==> config.mk <==
export PLATFORM = sky130hd
export DESIGN_NAME = gate_ovr_refcnt
export DESIGN_NICKNAME = d
export VERILOG_FILES = /design/src/rtl/gate_ovr_pkg.sv /design/src/rtl/gate_ovr_cnt.sv /design/src/rtl/gate_ovr_flags.sv /design/src/rtl/gate_ovr_merge.sv /design/src/rtl/gate_ovr_refcnt.sv
export SDC_FILE = /design/constraint.sdc
export NUM_CORES = 1
export LEC_CHECK = 0
export ABC_AREA = 0
export CAP_MARGIN = 10
export CORE_UTILIZATION = 45
export CTS_CLUSTER_DIAMETER = 50
export CTS_CLUSTER_SIZE = 10
export DETAILED_ROUTE_END_ITERATION = 8
export PLACE_DENSITY = 0.8
export SLEW_MARGIN = 20
export SYNTH_ARGS = -nofsm -noshare
export SYNTH_HDL_FRONTEND = slang
export SYNTH_HIERARCHICAL = 1
export SYNTH_SLANG_ARGS = --single-unit
==> constraint.sdc <==
create_clock -name clk_i -period 2.5 [get_ports clk_i]
set_input_delay 0.5 -clock clk_i [delete_from_list [all_inputs] [get_ports clk_i]]
set_output_delay 0.5 -clock clk_i [all_outputs]
set_load 0.02 [all_outputs]
==> src/rtl/gate_ovr_pkg.sv <==
package gate_ovr_pkg;
  typedef enum logic [1:0] {
    OP_NOP = 2'd0,
    OP_INC = 2'd1,
    OP_DEC = 2'd2
  } cnt_op_e;
endpackage

==> src/rtl/gate_ovr_cnt.sv <==
module gate_ovr_cnt
  import gate_ovr_pkg::*;
#(
  parameter int CNT_W = 8
) (
  input  logic             clk_i,
  input  logic             rst_ni,
  input  cnt_op_e          op_i,
  output logic [CNT_W-1:0] cnt_o,
  output logic             dis_o,
  output logic             unf_evt_o,
  output logic             ovf_evt_o
);
  localparam logic [CNT_W-1:0] CNT_MAX = {CNT_W{1'b1}};
  localparam logic [CNT_W-1:0] CNT_ONE = CNT_W'(1);

  logic [CNT_W-1:0] cnt_q, cnt_d;
  logic             dis_q, dis_d;

  always_comb begin
    cnt_d     = cnt_q;
    dis_d     = dis_q;
    unf_evt_o = 1'b0;
    ovf_evt_o = 1'b0;
    unique case (op_i)
      OP_INC: begin
        if (cnt_q == CNT_MAX) ovf_evt_o = 1'b1;
        else begin
          cnt_d = cnt_q + CNT_ONE;
          if (cnt_q == '0) dis_d = 1'b1;
        end
      end
      OP_DEC: begin
        if (cnt_q == '0) unf_evt_o = 1'b1;
        else begin
          cnt_d = cnt_q - CNT_ONE;
          if (cnt_q == CNT_ONE) dis_d = 1'b0;
        end
      end
      default: ;
    endcase
  end

  always_ff @(posedge clk_i or negedge rst_ni) begin
    if (!rst_ni) begin
      cnt_q <= '0;
      dis_q <= 1'b0;
    end else begin
      cnt_q <= cnt_d;
      dis_q <= dis_d;
    end
  end

  assign cnt_o = cnt_q;
  assign dis_o = dis_q;

  p_set_first_r2: assert property (@(posedge clk_i) disable iff (!rst_ni)
    (op_i == OP_INC && cnt_q == '0) |=> (dis_q && cnt_q == CNT_ONE));
  p_clear_last_r3: assert property (@(posedge clk_i) disable iff (!rst_ni)
    (op_i == OP_DEC && cnt_q == CNT_ONE) |=> (!dis_q && cnt_q == '0));
  p_dis_hold_r4: assert property (@(posedge clk_i) disable iff (!rst_ni)
    (cnt_q > CNT_ONE) |=> $stable(dis_q));
  p_unf_sat_r5: assert property (@(posedge clk_i) disable iff (!rst_ni)
    (op_i == OP_DEC && cnt_q == '0) |=> (cnt_q == '0 && !dis_q));
  p_ovf_sat_r6: assert property (@(posedge clk_i) disable iff (!rst_ni)
    (op_i == OP_INC && cnt_q == CNT_MAX) |=> (cnt_q == CNT_MAX));
  p_nop_hold_r7: assert property (@(posedge clk_i) disable iff (!rst_ni)
    (op_i == OP_NOP) |=> ($stable(cnt_q) && $stable(dis_q)));
endmodule

==> src/rtl/gate_ovr_flags.sv <==
module gate_ovr_flags (
  input  logic clk_i,
  input  logic rst_ni,
  input  logic clr_i,
  input  logic unf_evt_i,
  input  logic ovf_evt_i,
  output logic unf_o,
  output logic ovf_o
);
  logic unf_q, ovf_q;

  // a new event outranks a clear in the same cycle
  always_ff @(posedge clk_i or negedge rst_ni) begin
    if (!rst_ni) begin
      unf_q <= 1'b0;
      ovf_q <= 1'b0;
    end else begin
      unf_q <= unf_evt_i | (unf_q & ~clr_i);
      ovf_q <= ovf_evt_i | (ovf_q & ~clr_i);
    end
  end

  assign unf_o = unf_q;
  assign ovf_o = ovf_q;

  p_unf_sticky_r8: assert property (@(posedge clk_i) disable iff (!rst_ni)
    (unf_q && !clr_i) |=> unf_q);
  p_ovf_sticky_r8: assert property (@(posedge clk_i) disable iff (!rst_ni)
    (ovf_q && !clr_i) |=> ovf_q);
  p_clr_r8: assert property (@(posedge clk_i) disable iff (!rst_ni)
    (clr_i && !unf_evt_i && !ovf_evt_i) |=> (!unf_q && !ovf_q));
endmodule

==> src/rtl/gate_ovr_merge.sv <==
module gate_ovr_merge #(
  parameter int CTRL_W  = 8,
  parameter int MMU_POS = 3,
  parameter int BUS_POS = 4
) (
  input  logic              rst_ni,
  input  logic [CTRL_W-1:0] ctrl_i,
  input  logic              dis_i,
  output logic [CTRL_W-1:0] ctrl_o
);
  for (genvar b = 0; b < CTRL_W; b++) begin : g_bit
    if (b == MMU_POS || b == BUS_POS) begin : g_ovr
      assign ctrl_o[b] = dis_i;
    end else begin : g_pass
      assign ctrl_o[b] = ctrl_i[b];
    end
  end

  always_comb begin
    if (rst_ni) begin
      a_rmw_keep_r9: assert ((ctrl_o[MMU_POS] == ctrl_o[BUS_POS]) &&
        (((ctrl_o ^ ctrl_i) & ~((CTRL_W'(1) << MMU_POS) | (CTRL_W'(1) << BUS_POS))) == '0));
    end
  end
endmodule

==> src/rtl/gate_ovr_refcnt.sv <==
module gate_ovr_refcnt
  import gate_ovr_pkg::*;
#(
  parameter int CNT_W   = 8,
  parameter int CTRL_W  = 8,
  parameter int MMU_POS = 3,
  parameter int BUS_POS = 4
) (
  input  logic              clk_i,
  input  logic              rst_ni,
  input  logic              acquire_i,
  input  logic              release_i,
  input  logic              err_clr_i,
  input  logic [CTRL_W-1:0] ctrl_i,
  output logic [CTRL_W-1:0] ctrl_o,
  output logic              mmu_gate_dis_o,
  output logic              bus_gate_dis_o,
  output logic [CNT_W-1:0]  count_o,
  output logic              underflow_o,
  output logic              overflow_o
);
  cnt_op_e op;
  logic    dis, unf_evt, ovf_evt;

  always_comb begin
    unique case ({acquire_i, release_i})
      2'b10:   op = OP_INC;
      2'b01:   op = OP_DEC;
      default: op = OP_NOP;
    endcase
  end

  gate_ovr_cnt #(.CNT_W(CNT_W)) u_cnt (
    .clk_i, .rst_ni, .op_i(op), .cnt_o(count_o), .dis_o(dis),
    .unf_evt_o(unf_evt), .ovf_evt_o(ovf_evt)
  );

  gate_ovr_flags u_flags (
    .clk_i, .rst_ni, .clr_i(err_clr_i), .unf_evt_i(unf_evt), .ovf_evt_i(ovf_evt),
    .unf_o(underflow_o), .ovf_o(overflow_o)
  );

  gate_ovr_merge #(.CTRL_W(CTRL_W), .MMU_POS(MMU_POS), .BUS_POS(BUS_POS)) u_merge (
    .rst_ni, .ctrl_i, .dis_i(dis), .ctrl_o
  );

  assign mmu_gate_dis_o = dis;
  assign bus_gate_dis_o = dis;

  p_dis_tracks_count_r4: assert property (@(posedge clk_i) disable iff (!rst_ni)
    (mmu_gate_dis_o == (count_o != '0)) && (bus_gate_dis_o == mmu_gate_dis_o));
endmodule

== Yosys cells after proc, flatten, opt, wreduce, memory -nomap -nowiden ==
Cells that the tools add are included.

* Flip-flop bits (word level): 11
* Input bits: 13

* Add/sub/neg operators: 2
* Equality and inequality tests: 10
* Mux-type cells: 13
* Bitwise operators: 5
* Reductions and logical operators: 4

{| class="wikitable"
|+ Operator list
! kind !! number
|-
| $mux 8 || 2
|-
| $pmux 8 s2 || 1
|-
| $add 8x1->8 const B || 1
|-
| $eq 8x1->1 const B || 1
|-
| $eq 8x8->1 const B || 1
|-
| $logic_not 8->1 || 1
|-
| $mux 1 || 8
|-
| $sub 8x1->8 const B || 1
|-
| $reduce_and 5->1 || 1
|-
| $eq 2x1->1 const B || 2
|-
| $eq 2x2->1 const B || 2
|-
| $ne 2x1->1 const B || 2
|-
| $ne 2x2->1 const B || 2
|-
| $pmux 2 s2 || 1
|-
| $reduce_and 3->1 || 1
|-
| $and 1x1->1 || 2
|-
| $or 1x1->1 || 2
|-
| $pmux 1 s2 || 1
|-
| $reduce_bool 2->1 || 1
|-
| $not 1->1 || 1
|}

== Logic depth before layout (Yosys ltp) ==
* Depth in word-level cells: 5
* Mapped depth: 6
* Mapped depth without buffers: 6

== Cells and area by module ==
The synthesis kept the hierarchy.

{| class="wikitable"
|+ By module, submodules not included
! module !! times used !! cells an instance !! area an instance (um^2)
|-
| gate_ovr_cnt || 1 || 72 || 663.1
|-
| gate_ovr_flags || 1 || 5 || 68.8
|-
| gate_ovr_merge || 1 || 8 || 60.1
|-
| gate_ovr_refcnt || 1 || 3 || 22.5
|}

== Least setup slack after synthesis ==
OpenSTA, ideal clock, no wires.

* Kind: input -> register
* Start: in release_i
* End: reg u_cnt.cnt_q[7], in the netlist u_cnt/cnt_o[7]
* Library setup time: 0.122 ns
* Arrival: 1.737 ns
* Data required time: 2.378 ns
* Setup slack: 0.641 ns
* Stages: 6
* Path buffers: 0
* Path through: and2b_2 -> and2b_4 -> or4_1 -> o41ai_1 -> mux2i_1 -> nand2_1

* Longest elaborated chain between the ends: 5

{| class="wikitable"
|+ RTL lines
! what !! RTL line !! source
|-
| from (decl) || gate_ovr_refcnt.sv:12 || <nowiki>input logic release_i,</nowiki>
|-
| $eq 2x1->1 or $eq 2x2->1 (tied branches) || gate_ovr_refcnt.sv:26 || <nowiki>unique case ({acquire_i, release_i})</nowiki>
|-
| $pmux 2 s2 * || gate_ovr_refcnt.sv:26 ||
|-
| $eq 2x2->1 or $eq 2x1->1 (tied branches) || gate_ovr_cnt.sv:25 || <nowiki>unique case (op_i)</nowiki>
|-
| $ne 2x2->1 (no source line) or $reduce_bool 2->1 (tied branches) || n/a ||
|-
| $reduce_and 3->1 (no source line) || n/a ||
|-
| to (signal assigned) || gate_ovr_cnt.sv:49 || <nowiki>cnt_q <= cnt_d;</nowiki>
|-
| to (decl) || gate_ovr_cnt.sv:17 || <nowiki>logic [CNT_W-1:0] cnt_q, cnt_d;</nowiki>
|}

Every way passes the cells marked *; elsewhere a longest branch is shown, timed or not.
A chain may end at the register's enable or synchronous reset.

== Final worst setup path ==
* Start: in release_i
* End: reg u_cnt.cnt_q[7], in the netlist u_cnt/cnt_o[7]

* Longest elaborated chain between the ends: 5

{| class="wikitable"
|+ RTL lines
! what !! RTL line !! source
|-
| $eq 2x1->1 or $eq 2x2->1 (tied branches) || gate_ovr_refcnt.sv:26 ||
|-
| $pmux 2 s2 * || gate_ovr_refcnt.sv:26 ||
|-
| net op[0] || gate_ovr_refcnt.sv:22 || <nowiki>cnt_op_e op;</nowiki>
|-
| $eq 2x2->1 or $eq 2x1->1 (tied branches) || gate_ovr_cnt.sv:25 ||
|-
| $ne 2x2->1 (no source line) or $reduce_bool 2->1 (tied branches) || n/a ||
|-
| $reduce_and 3->1 (no source line) || n/a ||
|}

Mark *: on every way through the listed nets, which the timed path passes. The rest lies on a longest branch.

==> metrics list <==
* Setup WS pre-CTS: 0.1034 ns
- For this design the ratio of total power to cell area is slightly below 900 mW/mm².
* Number of buffers created by CTS: 3
- The worst setup path is of the input port to flop kind.
- The initial antenna violation count is 0.
* Critical register-to-register path endpoint: u_cnt/cnt_o[7]
* Max-slew violation count: 0
- TritonCTS built the clock tree.
- After synthesis, the netlist uses 34 different library cells.
- Clock-pin slew was measured on the worst setup and hold paths at roughly 0.070 ns.
- Once the floorplan was initialized, standard cells occupied a little under half of the core.
- Unrepaired setup endpoints after global routing: no
- From synthesis to final layout, the design area changed by 23.19%.
- Worst Hold Depth: 1
- In this run the mean area of a mapped cell was 9.256 µm².
* Number of optimization iterations in the first detailed-route pass: 5
- Internal Dissipation: between 0.4 and 0.5 mW
* Post-detailed-route DRC marker count: 0
* Share of the clock period used by the worst path: a little over four fifths
* Number of rows in the core area: 15
- Measured along the x axis, the die boundary spans 44.55 µm.
- Startpoint type of the worst setup path: input port
* Wire length per cell after detailed routing: around 12 µm
- Syn. warnings: 6
- Worst reg2reg path startpoint: u_cnt/cnt_o[4]
* Largest cells by area after synthesis: sky130_fd_sc_hd__dfrtp_1 34%, sky130_fd_sc_hd__buf_4 8.3%, sky130_fd_sc_hd__ha_1 6.1%, sky130_fd_sc_hd__xnor2_1 4.3%, sky130_fd_sc_hd__nor2_1 3.7%
- Crit path time final: ~2.1 ns
- The run finished with clean final reports.
- Number of I/O pins: 33
- The tool flagged a number of max-cap violations equal to 0.
* Crit-path max FO: 6
- Combined area of all synthesized cells: around 800 µm²
* Maximum clock skew at final layout: about 0.0045 ns
- The first global-routing pass estimated 2415 µm of wire.
- Proportion of synthesized chip area in sequential cells: around 34%
* Worst Setup End Kind: flop
- In this run the power spent charging and discharging nets is 0.4050 mW.
* Number of diodes added for antenna fixing: 0
- CTS HTree Levels: 1
- Setup total negative slack on the finished layout was measured at 0 ns.
- Across all register-to-register paths, the minimum setup slack is approximately 0.7 ns.
* Area of the die: 0.001984 mm²
- Via count of the first global-routing pass: 568
- Once layout is complete, the utilization of the core stands at 58.75%.
- CTS placed an instance of sky130_fd_sc_hd__clkbuf_4 at the clock tree root.
* Half-perimeter wire length after placement: ~1200 µm
- For this block, the routed nets add up to approximately 1600 µm of wire.
* Final std cell area, no fill: around 0.0010 mm²
- In this run, post-CTS hold repair placed 0 buffers.
* Placed cell area: 977.2 µm²
- Final setup fails: 0
- IR analysis of the VDD net gives a maximum drop of approximately 680 µV.
- The share of total power dissipated in sequential elements is between 30% and 40%.
- For this run, the leading register cell type out of synthesis is sky130_fd_sc_hd__dfrtp_1.
* Pwr Total: 0.8956 mW
- CP Data Arrival Time: between 2 and 2.5 ns
- The worst pin sits at a relative slew slack of between 60 and 70%.
- Antenna viol nets, final: 0
- The core region is roughly 0.0017 mm².
* Hold violation total from the final report: 0
- After the last flow step, the layout net total stands at approximately 120.
* Cell taking the most area after synthesis: sky130_fd_sc_hd__dfrtp_1
- Summing over every cut layer, the via total after detailed routing is 682.
- After clock tree synthesis, the repair step resized 0 gates.
* Total gr overflow: 0
- Die Y-Extent: 44.55 µm
* End point of the worst hold path: u_flags/unf_o
- Top achievable clock speed: approximately 0.47 GHz
- Combinational share of power: approximately 47%
- Switching part of the total power: a little under half
- After synthesis, the largest area contributor takes up between 30 and 40% of total cell area.
* Detailed-route vias per instance: roughly 5.3
- Drt first-iter violations: 24
- # clock sinks: 11
- The startpoint identified for the worst hold timing path is u_flags/unf_o.
* Number of flops mapped to enable cells by yosys: 0
- In the synthesized netlist the async set-or-reset flop fraction comes to 100.0%.
* Cell leakage power: roughly 0.43 nW
* WP data required: approximately 2.7 ns
- Net count after synthesis: roughly 110
* Largest net degree at the start of global routing: 12
* Count of input and output buffers: 18
- The number of cells on the worst reg-to-reg path is 6.
* Worst path setup slack after routing: 0.3909 ns
* GP Congestion: 0.8613
* Clock insertion delay at the later pin of the skew report: ~0.27 ns
- The clock network is responsible for between 10% and 20% of the overall power.
- Setup repair bufs after CTS: 0
* Number of storage elements in the synthesis netlist: 11
* Deepest clock path buffer count: 2
- Of the cells placed in the final design, the portion with a size suffix greater than 1 is 15.38%.
* Actual transition at the worst max-transition pin: 0.4947 ns
* Class of the tightest hold or removal check: flop to flop
* Gate Count Post-Synth: 88
- Global routing consumed, over all layers together, between 15 and 20% of the routing resources.
==> critical path: stages <==
cell	delay (ns)
sky130_fd_sc_hd__clkdlybuf4s50_1	0.41
sky130_fd_sc_hd__and2b_2	0.21
sky130_fd_sc_hd__and2b_4	0.20
sky130_fd_sc_hd__or4_1	0.47
sky130_fd_sc_hd__o41ai_1	0.07
sky130_fd_sc_hd__buf_4	0.17
sky130_fd_sc_hd__mux2i_1	0.17
sky130_fd_sc_hd__nand2_1	0.06
==> cells by family (layout without fill, tap and decap cells) <==
group,Yosys count,count (layout),synth area share [%]
simple gates,35,35,26.42
compound gates,15,15,12.90
buf+inv,15,31,11.98
flops,11,11,33.79
xor+xnor,7,7,7.527
fa+ha+maj,4,4,6.145
mux,1,1,1.229
==> metrics by stage <==
stage,hold WS (ns),cells
after global routing,0.5064,129
after CTS,0.4890,129
after global placement,0.4633,125
after detailed placement,0.4723,125
final,0.4854,129
after floorplan,0.2044,88
==> sequential cells by signal, indices dropped and copies added, names as in the netlist <==
signal,flops
u_flags/unf_o,1
u_flags/ovf_o,1
u_cnt/dis_o,1
u_cnt/cnt_o,8
==> power groups by stage <==
stage | Sequential, mW | Combinational (mW) | Clock (mW)
final | 0.357 | 0.421 | 0.118
after CTS | 0.357 | 0.419 | 0.125
after global routing | 0.371 | 0.451 | 0.131
after floorplan | 0.394 | 0.239 | 0
after detailed placement | 0.360 | 0.416 | 0
after global placement | 0.356 | 0.404 | 0
==> placed cells by master (no fill, tap or decap), types with 2 or more instances in the layout <==
cell type / netlist / layout
sky130_fd_sc_hd__nand4_1: 3 / 3
sky130_fd_sc_hd__a21o_1: 2 / 2
sky130_fd_sc_hd__ha_1: 4 / 4
sky130_fd_sc_hd__nand3_1: 2 / 2
sky130_fd_sc_hd__a21oi_1: 5 / 5
sky130_fd_sc_hd__o22ai_1: 2 / 2
sky130_fd_sc_hd__xnor2_1: 4 / 4
sky130_fd_sc_hd__clkbuf_4: 0 / 3
sky130_fd_sc_hd__nor2b_1: 2 / 2
sky130_fd_sc_hd__nor4_1: 2 / 2
sky130_fd_sc_hd__nor2_2: 2 / 2
sky130_fd_sc_hd__clkdlybuf4s50_1: 0 / 18
sky130_fd_sc_hd__buf_4: 9 / 4
sky130_fd_sc_hd__inv_1: 5 / 5
sky130_fd_sc_hd__xor2_1: 3 / 3
sky130_fd_sc_hd__nand2_1: 6 / 6
sky130_fd_sc_hd__nor2_1: 8 / 8
sky130_fd_sc_hd__dfrtp_1: 11 / 11
==> area by class of cell <==
| type | instances | area [µm²] |
|---|---|---|
| timing repair buffer | 22 | 210.2 |
| inverter | 5 | 18.77 |
| tap | 25 | 31.28 |
| sequential | 11 | 275.3 |
| multi-input combinational | 62 | 441.7 |
| clock buffer | 4 | 26.28 |
| fill | 147 | 704.4 |
==> worst max-delay path by stage <==
stage          startpoint             end  depth (start not counted)
6_report        release_i  u_cnt/cnt_o[7]                          8
3_3_place_gp    release_i  u_cnt/cnt_o[7]                          8
3_5_place_dp    release_i  u_cnt/cnt_o[7]                          8
5_1_grt         release_i  u_cnt/cnt_o[7]                          8
2_1_floorplan   release_i  u_cnt/cnt_o[7]                          6
4_1_cts         acquire_i  u_cnt/cnt_o[7]                          8
==> routing by layer <==
layer  global-route usage [%]  wire (µm)
met1                    20.25        692
met2                    27.35        797
met3                    6.531         84
met4                    5.455         12
met5                        0          0
==> cells in the mapped netlist, types with 3 or more instances <==
cell,count
sky130_fd_sc_hd__inv_1,5
sky130_fd_sc_hd__dfrtp_1,11
sky130_fd_sc_hd__nand2_1,6
sky130_fd_sc_hd__nand4_1,3
sky130_fd_sc_hd__buf_4,9
sky130_fd_sc_hd__nor2_1,8
sky130_fd_sc_hd__xnor2_1,4
sky130_fd_sc_hd__a21oi_1,5
sky130_fd_sc_hd__ha_1,4
sky130_fd_sc_hd__xor2_1,3
(Power assumes the default switching activity.)
